==> src/rtl/isr_seq_pkg.sv <==
package isr_seq_pkg;

  typedef enum logic [4:0] {
    ST_IDLE,
    ST_EMASK,
    ST_PUSH_RA,
    ST_PUSH_Y,
    ST_PUSH_X,
    ST_PUSH_BA,
    ST_PUSH_CCR,
    ST_EVEC,
    ST_POP_CCR,
    ST_POP_BA,
    ST_POP_X,
    ST_POP_Y,
    ST_POP_RA,
    ST_UNMASK,
    ST_DECIDE,
    ST_REFILL,
    ST_SVEC,
    ST_SSP,
    ST_SPC,
    ST_SFILL
  } seq_state_e;

endpackage

==> src/rtl/isr_seq_ctrl.sv <==
module isr_seq_ctrl
  import isr_seq_pkg::*;
(
  input  logic       clk,
  input  logic       rst_n,
  input  logic       irq_req,
  input  logic       rti_cmd,
  output seq_state_e state,
  output logic       accept
);

  seq_state_e state_q, state_d;

  assign state  = state_q;
  assign accept = (state_q == ST_IDLE) && (rti_cmd || irq_req);

  always_comb begin
    state_d = state_q;
    unique case (state_q)
      ST_IDLE: begin
        if (rti_cmd)      state_d = ST_POP_CCR;
        else if (irq_req) state_d = ST_EMASK;
      end
      ST_EMASK:    state_d = ST_PUSH_RA;
      ST_PUSH_RA:  state_d = ST_PUSH_Y;
      ST_PUSH_Y:   state_d = ST_PUSH_X;
      ST_PUSH_X:   state_d = ST_PUSH_BA;
      ST_PUSH_BA:  state_d = ST_PUSH_CCR;
      ST_PUSH_CCR: state_d = ST_EVEC;
      ST_EVEC:     state_d = ST_IDLE;
      ST_POP_CCR:  state_d = ST_POP_BA;
      ST_POP_BA:   state_d = ST_POP_X;
      ST_POP_X:    state_d = ST_POP_Y;
      ST_POP_Y:    state_d = ST_POP_RA;
      ST_POP_RA:   state_d = ST_UNMASK;
      ST_UNMASK:   state_d = ST_DECIDE;
      ST_DECIDE:   state_d = irq_req ? ST_SVEC : ST_REFILL;
      ST_REFILL:   state_d = ST_IDLE;
      ST_SVEC:     state_d = ST_SSP;
      ST_SSP:      state_d = ST_SPC;
      ST_SPC:      state_d = ST_SFILL;
      ST_SFILL:    state_d = ST_IDLE;
      default:     state_d = ST_IDLE;
    endcase
  end

  always_ff @(posedge clk or negedge rst_n) begin
    if (!rst_n) state_q <= ST_IDLE;
    else        state_q <= state_d;
  end

endmodule

==> src/rtl/isr_seq_hold.sv <==
module isr_seq_hold
  import isr_seq_pkg::*;
#(
  parameter int DW = 8,
  localparam int WW = 2 * DW
) (
  input  logic          clk,
  input  logic          rst_n,
  input  seq_state_e    state,
  input  logic          accept,
  input  logic [DW-1:0] ccr_in,
  input  logic [WW-1:0] pc_in,
  input  logic [WW-1:0] sp_in,
  input  logic [WW-1:0] irq_vec,
  input  logic [WW-1:0] mem_rdata,
  output logic [DW-1:0] ccr_q,
  output logic [WW-1:0] ra_q,
  output logic [WW-1:0] sp_q,
  output logic [WW-1:0] vec_q
);

  logic          ccr_en, ra_en, sp_en, vec_en;
  logic [DW-1:0] ccr_d;
  logic [WW-1:0] ra_d;

  always_comb begin
    ccr_en = accept || (state == ST_POP_BA);
    ccr_d  = accept ? ccr_in : mem_rdata[WW-1:DW];
    ra_en  = accept || (state == ST_UNMASK);
    ra_d   = accept ? pc_in : mem_rdata;
    sp_en  = accept;
    vec_en = (state == ST_SVEC);
  end

  always_ff @(posedge clk or negedge rst_n) begin
    if (!rst_n) begin
      ccr_q <= '0;
      ra_q  <= '0;
      sp_q  <= '0;
      vec_q <= '0;
    end else begin
      if (ccr_en) ccr_q <= ccr_d;
      if (ra_en)  ra_q  <= ra_d;
      if (sp_en)  sp_q  <= sp_in;
      if (vec_en) vec_q <= irq_vec;
    end
  end

endmodule

==> src/rtl/isr_seq_agen.sv <==
module isr_seq_agen
  import isr_seq_pkg::*;
#(
  parameter int DW = 8,
  localparam int WW = 2 * DW
) (
  input  seq_state_e    state,
  input  logic [WW-1:0] sp_q,
  output logic          mem_req,
  output logic          mem_we,
  output logic          mem_wide,
  output logic [WW-1:0] mem_addr
);

  // frame layout relative to the final (lowest) stack pointer
  localparam int OFS_CCR   = 0;
  localparam int OFS_BA    = OFS_CCR + 1;
  localparam int OFS_X     = OFS_BA + 2;
  localparam int OFS_Y     = OFS_X + 2;
  localparam int OFS_RA    = OFS_Y + 2;
  localparam int FRAME_LEN = OFS_RA + 2;

  logic [WW-1:0] frame_base;
  logic [WW-1:0] ofs;

  always_comb begin
    mem_req  = 1'b1;
    mem_we   = 1'b0;
    mem_wide = 1'b1;
    ofs      = '0;
    // push states address below sp_q, pop states at or above it
    frame_base = sp_q;
    unique case (state)
      ST_PUSH_RA:  begin mem_we = 1'b1; ofs = WW'(OFS_RA);  end
      ST_PUSH_Y:   begin mem_we = 1'b1; ofs = WW'(OFS_Y);   end
      ST_PUSH_X:   begin mem_we = 1'b1; ofs = WW'(OFS_X);   end
      ST_PUSH_BA:  begin mem_we = 1'b1; ofs = WW'(OFS_BA);  end
      ST_PUSH_CCR: begin mem_we = 1'b1; ofs = WW'(OFS_CCR); mem_wide = 1'b0; end
      ST_POP_CCR:  begin ofs = WW'(OFS_CCR); mem_wide = 1'b0; end
      ST_POP_BA:   ofs = WW'(OFS_BA);
      ST_POP_X:    ofs = WW'(OFS_X);
      ST_POP_Y:    ofs = WW'(OFS_Y);
      ST_POP_RA:   ofs = WW'(OFS_RA);
      default: begin
        mem_req  = 1'b0;
        mem_wide = 1'b0;
      end
    endcase
    if (mem_we) frame_base = sp_q - WW'(FRAME_LEN);
    mem_addr = frame_base + ofs;
  end

endmodule

==> src/rtl/isr_frame_seq.sv <==
module isr_frame_seq
  import isr_seq_pkg::*;
#(
  parameter int DW   = 8,
  parameter int IBIT = 4,
  localparam int WW  = 2 * DW
) (
  input  logic          clk,
  input  logic          rst_n,
  input  logic          irq_req,
  input  logic [WW-1:0] irq_vec,
  output logic          irq_ack,
  input  logic          rti_cmd,
  output logic          busy,
  input  logic [DW-1:0] ccr_in,
  input  logic [DW-1:0] a_in,
  input  logic [DW-1:0] b_in,
  input  logic [WW-1:0] x_in,
  input  logic [WW-1:0] y_in,
  input  logic [WW-1:0] pc_in,
  input  logic [WW-1:0] sp_in,
  output logic          ccr_we,
  output logic [DW-1:0] ccr_wd,
  output logic          ab_we,
  output logic [DW-1:0] a_wd,
  output logic [DW-1:0] b_wd,
  output logic          x_we,
  output logic [WW-1:0] x_wd,
  output logic          y_we,
  output logic [WW-1:0] y_wd,
  output logic          pc_we,
  output logic [WW-1:0] pc_wd,
  output logic          sp_we,
  output logic [WW-1:0] sp_wd,
  output logic          mem_req,
  output logic          mem_we,
  output logic          mem_wide,
  output logic [WW-1:0] mem_addr,
  output logic [WW-1:0] mem_wdata,
  input  logic [WW-1:0] mem_rdata,
  output logic          qfill_req,
  output logic [WW-1:0] qfill_addr
);

  localparam logic [WW-1:0] FRAME_LEN = WW'(9);
  localparam logic [DW-1:0] IMASK     = DW'(1) << IBIT;

  // reset: asserted asynchronously, released on the clock
  logic [1:0] rst_pipe_q;
  logic       rst_sn;

  always_ff @(posedge clk or negedge rst_n) begin
    if (!rst_n) rst_pipe_q <= 2'b00;
    else        rst_pipe_q <= {rst_pipe_q[0], 1'b1};
  end
  assign rst_sn = rst_pipe_q[1];

  seq_state_e    state;
  logic          accept;
  logic [DW-1:0] ccr_q;
  logic [WW-1:0] ra_q, sp_q, vec_q;

  isr_seq_ctrl u_ctrl (
    .clk     (clk),
    .rst_n   (rst_sn),
    .irq_req (irq_req),
    .rti_cmd (rti_cmd),
    .state   (state),
    .accept  (accept)
  );

  isr_seq_hold #(.DW(DW)) u_hold (
    .clk       (clk),
    .rst_n     (rst_sn),
    .state     (state),
    .accept    (accept),
    .ccr_in    (ccr_in),
    .pc_in     (pc_in),
    .sp_in     (sp_in),
    .irq_vec   (irq_vec),
    .mem_rdata (mem_rdata),
    .ccr_q     (ccr_q),
    .ra_q      (ra_q),
    .sp_q      (sp_q),
    .vec_q     (vec_q)
  );

  isr_seq_agen #(.DW(DW)) u_agen (
    .state    (state),
    .sp_q     (sp_q),
    .mem_req  (mem_req),
    .mem_we   (mem_we),
    .mem_wide (mem_wide),
    .mem_addr (mem_addr)
  );

  always_comb begin
    busy       = (state != ST_IDLE);
    irq_ack    = (state == ST_EVEC) || (state == ST_SVEC);
    ccr_we     = 1'b0;
    ccr_wd     = ccr_q | IMASK;
    ab_we      = (state == ST_POP_X);
    b_wd       = mem_rdata[WW-1:DW];
    a_wd       = mem_rdata[DW-1:0];
    x_we       = (state == ST_POP_Y);
    x_wd       = mem_rdata;
    y_we       = (state == ST_POP_RA);
    y_wd       = mem_rdata;
    pc_we      = 1'b0;
    pc_wd      = mem_rdata;
    sp_we      = 1'b0;
    sp_wd      = sp_q;
    qfill_req  = 1'b0;
    qfill_addr = ra_q;
    mem_wdata  = '0;
    unique case (state)
      ST_EMASK:    ccr_we = 1'b1;
      ST_PUSH_RA:  mem_wdata = ra_q;
      ST_PUSH_Y:   mem_wdata = y_in;
      ST_PUSH_X:   mem_wdata = x_in;
      ST_PUSH_BA:  mem_wdata = {b_in, a_in};
      ST_PUSH_CCR: mem_wdata = {ccr_q, {DW{1'b0}}};
      ST_EVEC: begin
        pc_we      = 1'b1;
        pc_wd      = irq_vec;
        sp_we      = 1'b1;
        sp_wd      = sp_q - FRAME_LEN;
        qfill_req  = 1'b1;
        qfill_addr = irq_vec;
      end
      ST_POP_BA: begin
        ccr_we = 1'b1;
        ccr_wd = mem_rdata[WW-1:DW] | IMASK;
      end
      ST_UNMASK: begin
        ccr_we = 1'b1;
        ccr_wd = ccr_q & ~IMASK;
        pc_we  = 1'b1;
      end
      ST_REFILL: begin
        sp_we     = 1'b1;
        sp_wd     = sp_q + FRAME_LEN;
        qfill_req = 1'b1;
      end
      ST_SVEC:  ccr_we = 1'b1;
      ST_SSP:   sp_we  = 1'b1;
      ST_SPC: begin
        pc_we = 1'b1;
        pc_wd = vec_q;
      end
      ST_SFILL: begin
        qfill_req  = 1'b1;
        qfill_addr = vec_q;
      end
      default: ;
    endcase
  end

endmodule

==> config.mk <==
export PLATFORM = sky130hd
export DESIGN_NAME = isr_frame_seq
export DESIGN_NICKNAME = d
export VERILOG_FILES = /design/src/rtl/isr_seq_pkg.sv /design/src/rtl/isr_seq_ctrl.sv /design/src/rtl/isr_seq_hold.sv /design/src/rtl/isr_seq_agen.sv /design/src/rtl/isr_frame_seq.sv
export SDC_FILE = /design/constraint.sdc
export NUM_CORES = 1
export LEC_CHECK = 0
export BUFFER_PORTS_ARGS = -buffer_cell sky130_fd_sc_hd__buf_4
export CORE_MARGIN = 2
export CORE_UTILIZATION = 45
export CTS_CLUSTER_SIZE = 12
export DETAILED_ROUTE_END_ITERATION = 10
export PLACE_DENSITY_LB_ADDON = 0.25
export SETUP_SLACK_MARGIN = 0.2
export SLEW_MARGIN = 40
export SYNTH_ARGS = -nofsm -noshare
export SYNTH_HDL_FRONTEND = slang
export SYNTH_HIERARCHICAL = 1
export SYNTH_SLANG_ARGS = --single-unit
==> constraint.sdc <==
create_clock -name clk -period 4.3 [get_ports clk]
set_input_delay 0 -clock clk [delete_from_list [all_inputs] [get_ports clk]]
set_output_delay 0 -clock clk [all_outputs]
set_load 0.05 [all_outputs]
# Word level (Yosys, flattened, before mapping)
# Index checks and enable logic that the tools add are counted.
dict set report op_classes {
  add_sub_neg 3
  n_eq_ne 20
  n_mux 20
  reduce_logical 18
}
# cell n
set ops {}
lappend ops {{one-hot mux 16 bit (2 select lines)} 3}
lappend ops {{one-hot mux 5 bit (17 select lines)} 1}
lappend ops {{one-hot mux 16 bit (5 select lines)} 1}
lappend ops {{equality test 5 x 4 -> 1 bit, second input constant} 8}
lappend ops {{2-to-1 mux 16 bit} 2}
lappend ops {{equality test 5 x 3 -> 1 bit, second input constant} 4}
lappend ops {{equality test 5 bit, second input constant} 4}
lappend ops {{adder 16 x 3 -> 16 bit} 1}
lappend ops {{adder 16 x 4 -> 16 bit, second input constant} 1}
lappend ops {{one-hot mux 8 bit (2 select lines)} 1}
lappend ops {{subtractor 16 x 4 -> 16 bit, second input constant} 1}
lappend ops {{2-to-1 mux 5 bit} 3}
lappend ops {{one-hot mux 3 bit (4 select lines)} 1}
lappend ops {{equality test 5 x 2 -> 1 bit, second input constant} 2}
lappend ops {{OR reduction 10 bit} 1}
lappend ops {{OR reduction 3 bit} 3}
lappend ops {{2-to-1 mux 8 bit} 1}
lappend ops {{OR reduction 2 bit} 4}
lappend ops {{OR reduction 8 bit} 1}
lappend ops {{2-to-1 mux 1 bit} 7}
lappend ops {{equality test 5 x 1 -> 1 bit, second input constant} 1}
lappend ops {{zero test 5 bit} 1}
lappend ops {{nonzero test 5 bit} 1}
lappend ops {{OR reduction 5 bit} 1}
lappend ops {{other kinds (4)} 7}
dict set report totals {
  reg_bits 63
  inputBits 124
  word_cells 67
}

# Depth between registers and ports, before layout
dict set report depth {
  word_depth 5
  mapped_depth 14
  ltp_nobuf 12
}

# Hierarchy
# Netlist, hierarchy kept.
# module instances cells_each area_each_um2 seq_area_each_um2
set modules_own_cells {}
lappend modules_own_cells {isr_frame_seq 1 357 2548.7 50.0}
lappend modules_own_cells {isr_seq_hold 1 207 2468.6 1401.3}
lappend modules_own_cells {isr_seq_agen 1 152 1059.8 0.0}
lappend modules_own_cells {isr_seq_ctrl 1 41 362.8 125.1}

# Worst setup path before layout
# OpenSTA, ideal clock, no wires.
dict set report synth_timing {
  path_kind {register to output}
  startpoint {register u_ctrl.state_q[2] (netlist: u_ctrl/state[2])}
  endpoint {output mem_addr[10]}
  arrival_time_ps 4097
  path_slack_ps 203
  path_stages_with_launch 15
  path_buffers 2
  cell_sequence {dfrtp_1 and3_4 or4_4 buf_6 inv_2 buf_2 xnor2_1 ha_1 inv_1 fa_1 nor2b_1 o21ai_0 a211oi_2 mux2i_1 xor2_1}
}
dict set report synth_between {
  elab_chain_len 5
  word_cells_on_any_way 18
  cone_classes {add/sub (1); eq/ne (9); mux (3); reduce/logical (5)}
}
# item line_no
set synth_lines {}
lappend synth_lines {{from (decl)} isr_seq_ctrl.sv:12} ;# seq_state_e state_q, state_d;
lappend synth_lines {{from (signal assigned)} isr_seq_ctrl.sv:49} ;# else state_q <= state_d;
lappend synth_lines {{equality test 5 x 3 -> 1 bit or equality test 5 x 2 -> 1 bit (tied branches)} isr_seq_agen.sv:33} ;# unique case (state)
lappend synth_lines {{OR reduction 5 bit (no source line) (*)} --}
lappend synth_lines {{2-to-1 mux 1 bit (*)} isr_seq_agen.sv:33}
lappend synth_lines {{via mem_we} isr_frame_seq.sv:36} ;# output logic mem_we,
lappend synth_lines {{2-to-1 mux 16 bit (*)} isr_seq_agen.sv:49} ;# if (mem_we) frame_base = sp_q - WW'(FRAME_LEN);
lappend synth_lines {{adder 16 x 3 -> 16 bit (*)} isr_seq_agen.sv:50} ;# mem_addr = frame_base + ofs;
lappend synth_lines {{to (decl)} isr_frame_seq.sv:38} ;# output logic [WW-1:0] mem_addr,
# The timed path passes the listed nets; every way through them passes the cells marked *.

# Worst setup path in the final report
dict set report layout_timing {
  startpoint {register u_ctrl.state_q[1] (netlist: u_ctrl/state[1])}
  endpoint {output mem_addr[10]}
}
dict set report layout_between {
  elab_chain_len 5
  word_cells_on_any_way 18
  cone_classes {add/sub (1); eq/ne (9); mux (3); reduce/logical (5)}
}
# item line_no
set layout_lines {}
lappend layout_lines {{equality test 5 x 3 -> 1 bit or equality test 5 x 2 -> 1 bit (tied branches)} isr_seq_agen.sv:33}
lappend layout_lines {{OR reduction 5 bit (no source line)} --}
lappend layout_lines {{2-to-1 mux 1 bit} isr_seq_agen.sv:33}
lappend layout_lines {{2-to-1 mux 16 bit} isr_seq_agen.sv:49}
lappend layout_lines {{adder 16 x 3 -> 16 bit (*)} isr_seq_agen.sv:50}
# Every way passes the cells marked *; elsewhere a longest branch is shown, timed or not.

==> impl_metrics.json <==
{
  "ys_seq_area_share_pct": 24.5,
  "yosys_warnings": 6,
  "hold_viol_final": 0,
  "synth_edf_count": 0,
  "nets": 1162,
  "num_vias": 6930,
  "slew_headroom_pct": 38.4,
  "drc_errors": 0,
  "maxSlewViolCount": 0,
  "worstSkewPairLatency_ns": 0.34,
  "endpoint_kind": "output port",
  "dp_hpwl_mm": 16.2,
  "fin_setup_tns_ns": 0,
  "irDropWorstVdd_uv": 715,
  "tightestPinTransition_ns": 0.923,
  "cts_root_buf": "clkbuf_16",
  "wl_mm": 22.8,
  "dp_cells": 1124,
  "dr.pass1.iters": 5,
  "cts_tree": "done",
  "synth_cell_types": 83,
  "arrival_ns": 3.90,
  "yosys-top-cells-count": "dfrtp_1, nand2_1, o21ai_0",
  "cts.sinks": 63,
  "min_from": "mem_rdata[3]",
  "area_growth_pct": 41.9,
  "layout-drive-gt1-share_pct": 37.5,
  "core_area_um2": 13900,
  "seq_area_um2": 1580,
  "via_per_inst": 5.78,
  "die_h_um": 124,
  "gp_congestion": 0.923,
  "synth_area_leaders": "dfrtp_1, buf_4, a221o_1",
  "final_cells": 1200,
  "syn_area_um2": 6440,
  "wl_per_cell_um": 19.0,
  "maxCapViolCount": 0,
  "leakagePower_nw": 4.11,
  "synth_seq_cells": 63,
  "hold_path_class": "in -> reg",
  "p_per_area_nw_per_um2": 972,
  "first_iter_violations": 700,
  "synthArstFlopShare_pct": 100,
  "n_fill_cell": 1195,
  "status": "finished clean",
  "r2r-start": "u_ctrl/state[1]",
  "multi_input_area_um2": 4210,
  "clk_pin_slew_ns": 0.06,
  "portBuffers": 271,
  "worstPathRequired_ns": 4.30,
  "start_util_pct": 46.2,
  "worstPathMaxFanout": 14,
  "layout_min_cycle_time_ns": 3.90,
  "fmax_mhz": 257,
  "crit_path_start_kind": "flop",
  "num_rows": 43,
  "crit_type": "reg -> out",
  "worstSetupStartpoint": "u_ctrl/state[1]",
  "clockBufferDepth": 2,
  "min_period_over_period_pct": 90.6,
  "yosys_most_used_dff": "dfrtp_1",
  "rsz0062_at_grt": "no",
  "diodes": 0,
  "cts_buffers": 9,
  "syn_inst": 757,
  "fin_skew_ns": 0.00506,
  "grt_max_degree": 55,
  "yosysMostFrequentCell": "dfrtp_1",
  "antenna_found_initial": 0,
  "grt_pass1_wl_mm": 34.0,
  "ioPinCount": 272,
  "cts_max_level": 3,
  "grt_pass1_vias": 6535,
  "dieArea_um2": 15300,
  "grt-ovfl-total": 0,
  "synth_nets": 903,
  "die_w_um": 124,
  "syn_avg_cell_area_um2": 8.51,
  "ant_nets": 0,
  "finalSetupViolations": 0,
  "grt_usage_pct": 28.7,
  "synth_top_cell_by_area": "dfrtp_1",
  "synth_top_area_share_pct": 24.5
}
[worst max-delay path, cell delays in order, from the launching register on]
cell and delay (ns):
dfrtp_2 0.44, and3_4 0.17, or4_4 0.56, inv_4 0.16, xnor2_1 0.14, ha_1 0.20
inv_1 0.07, fa_1 0.46, nor2b_1 0.17, o21ai_0 0.17, a211oi_2 0.38, mux2i_1 0.26
xor2_1 0.16, buf_4 0.21
[routing by layer]
| metal | wire (µm) | vias up | global-route usage, % |
|---|---|---|---|
| met3 | 1870 | 37 | 7.01 |
| met4 | 537 | 0 | 7.95 |
| met5 | 0 | - | 0 |
| li1 | - | 3285 | - |
| met2 | 11000 | 324 | 47.0 |
| met1 | 9480 | 3284 | 37.7 |
[area by class of cell]
class,instances,area share (%)
repair buffers,347,30.2
inverters,17,0.726
multi-input cells,578,46.1
clock buffers,12,2.81
clock inverters,3,0.465
well taps,180,2.46
flip-flops and latches,63,17.3
[logic make-up after synthesis]
group                    count (synthesis)  synth area share, %
other                                    1               0.0582
flip-flops                              63                 24.5
AND/OR/NAND/NOR                        224                 19.7
AO/OA/AOI/OAI                          241                 25.9
adder cells (fa/ha/maj)                 23                 4.66
buffers and inverters                  116                 10.7
XOR/XNOR                                36                 4.90
multiplexers                            53                 9.60
[report_power, final]
group	switching (W)	internal, W
combinational	0.00449	0.00233
clock	0.000284	0.000476
sequential	0.000406	0.000895
total	0.00518	0.00370
[layout by cell type, fill, tap and decap left out, drive strengths merged, types with 20 or more instances in the layout]
cell type,netlist,routed
a21oi,54,54
a221o,33,33
a31oi,31,31
buf,76,288
dfrtp,63,63
dlygate4sd3,0,59
ha,20,20
mux2,40,40
nand2,63,63
nor2,41,41
nor2b,33,33
o21ai,62,62
xnor2,26,26
[worst paths after layout]
path,endpoint,slack [ns],cells after the start
min,u_hold/ra_q[3],0.03,3
min in group asynchronous,u_ctrl/state[3],0.22,0
max in group asynchronous,u_hold/sp_q[13],3.11,1
max reg2reg,u_hold/ra_q[2],1.89,7
min reg2reg,u_ctrl/state[3],0.22,0
max,mem_addr[10],0.40,13
[registers in the layout, summed over array words and instances, names as in the netlist]
name and flops:
u_ctrl/state 5, u_hold/ccr_q 8, rst_pipe_q 2, u_hold/ra_q 16
u_hold/vec_q 16, u_hold/sp_q 16
[per-stage QoR]
step | hold slack (ns) | total power [W] | setup slack, ns | instance area [µm²] | utilization (%)
2_1_floorplan | -0.296 | 0.00627 | 0.203 | 6440 | -
3_3_place_gp | -0.216 | 0.00793 | 0.761 | 8190 | 58.8
3_5_place_dp | -0.216 | 0.00800 | 0.649 | 8230 | 59.1
4_1_cts | 0.0108 | 0.00884 | 0.276 | 9120 | 65.5
5_1_grt | 0.0388 | 0.00939 | 0.223 | 9140 | 65.6
6_report | 0.0348 | 0.00888 | 0.404 | 9140 | 65.6
[what timing repair did]
| action | 4_1_cts | 5_1_grt |
|---|---|---|
| hold buffers | 59 | 0 |
| resized for setup | 0 | 1 |
| hold endpoints to repair | 60 | 0 |
| endpoints found under the setup margin | 0 | 3 |
| buffers inserted | 0 | 2 |
No activity file was read; power rests on OpenSTA's default activity.
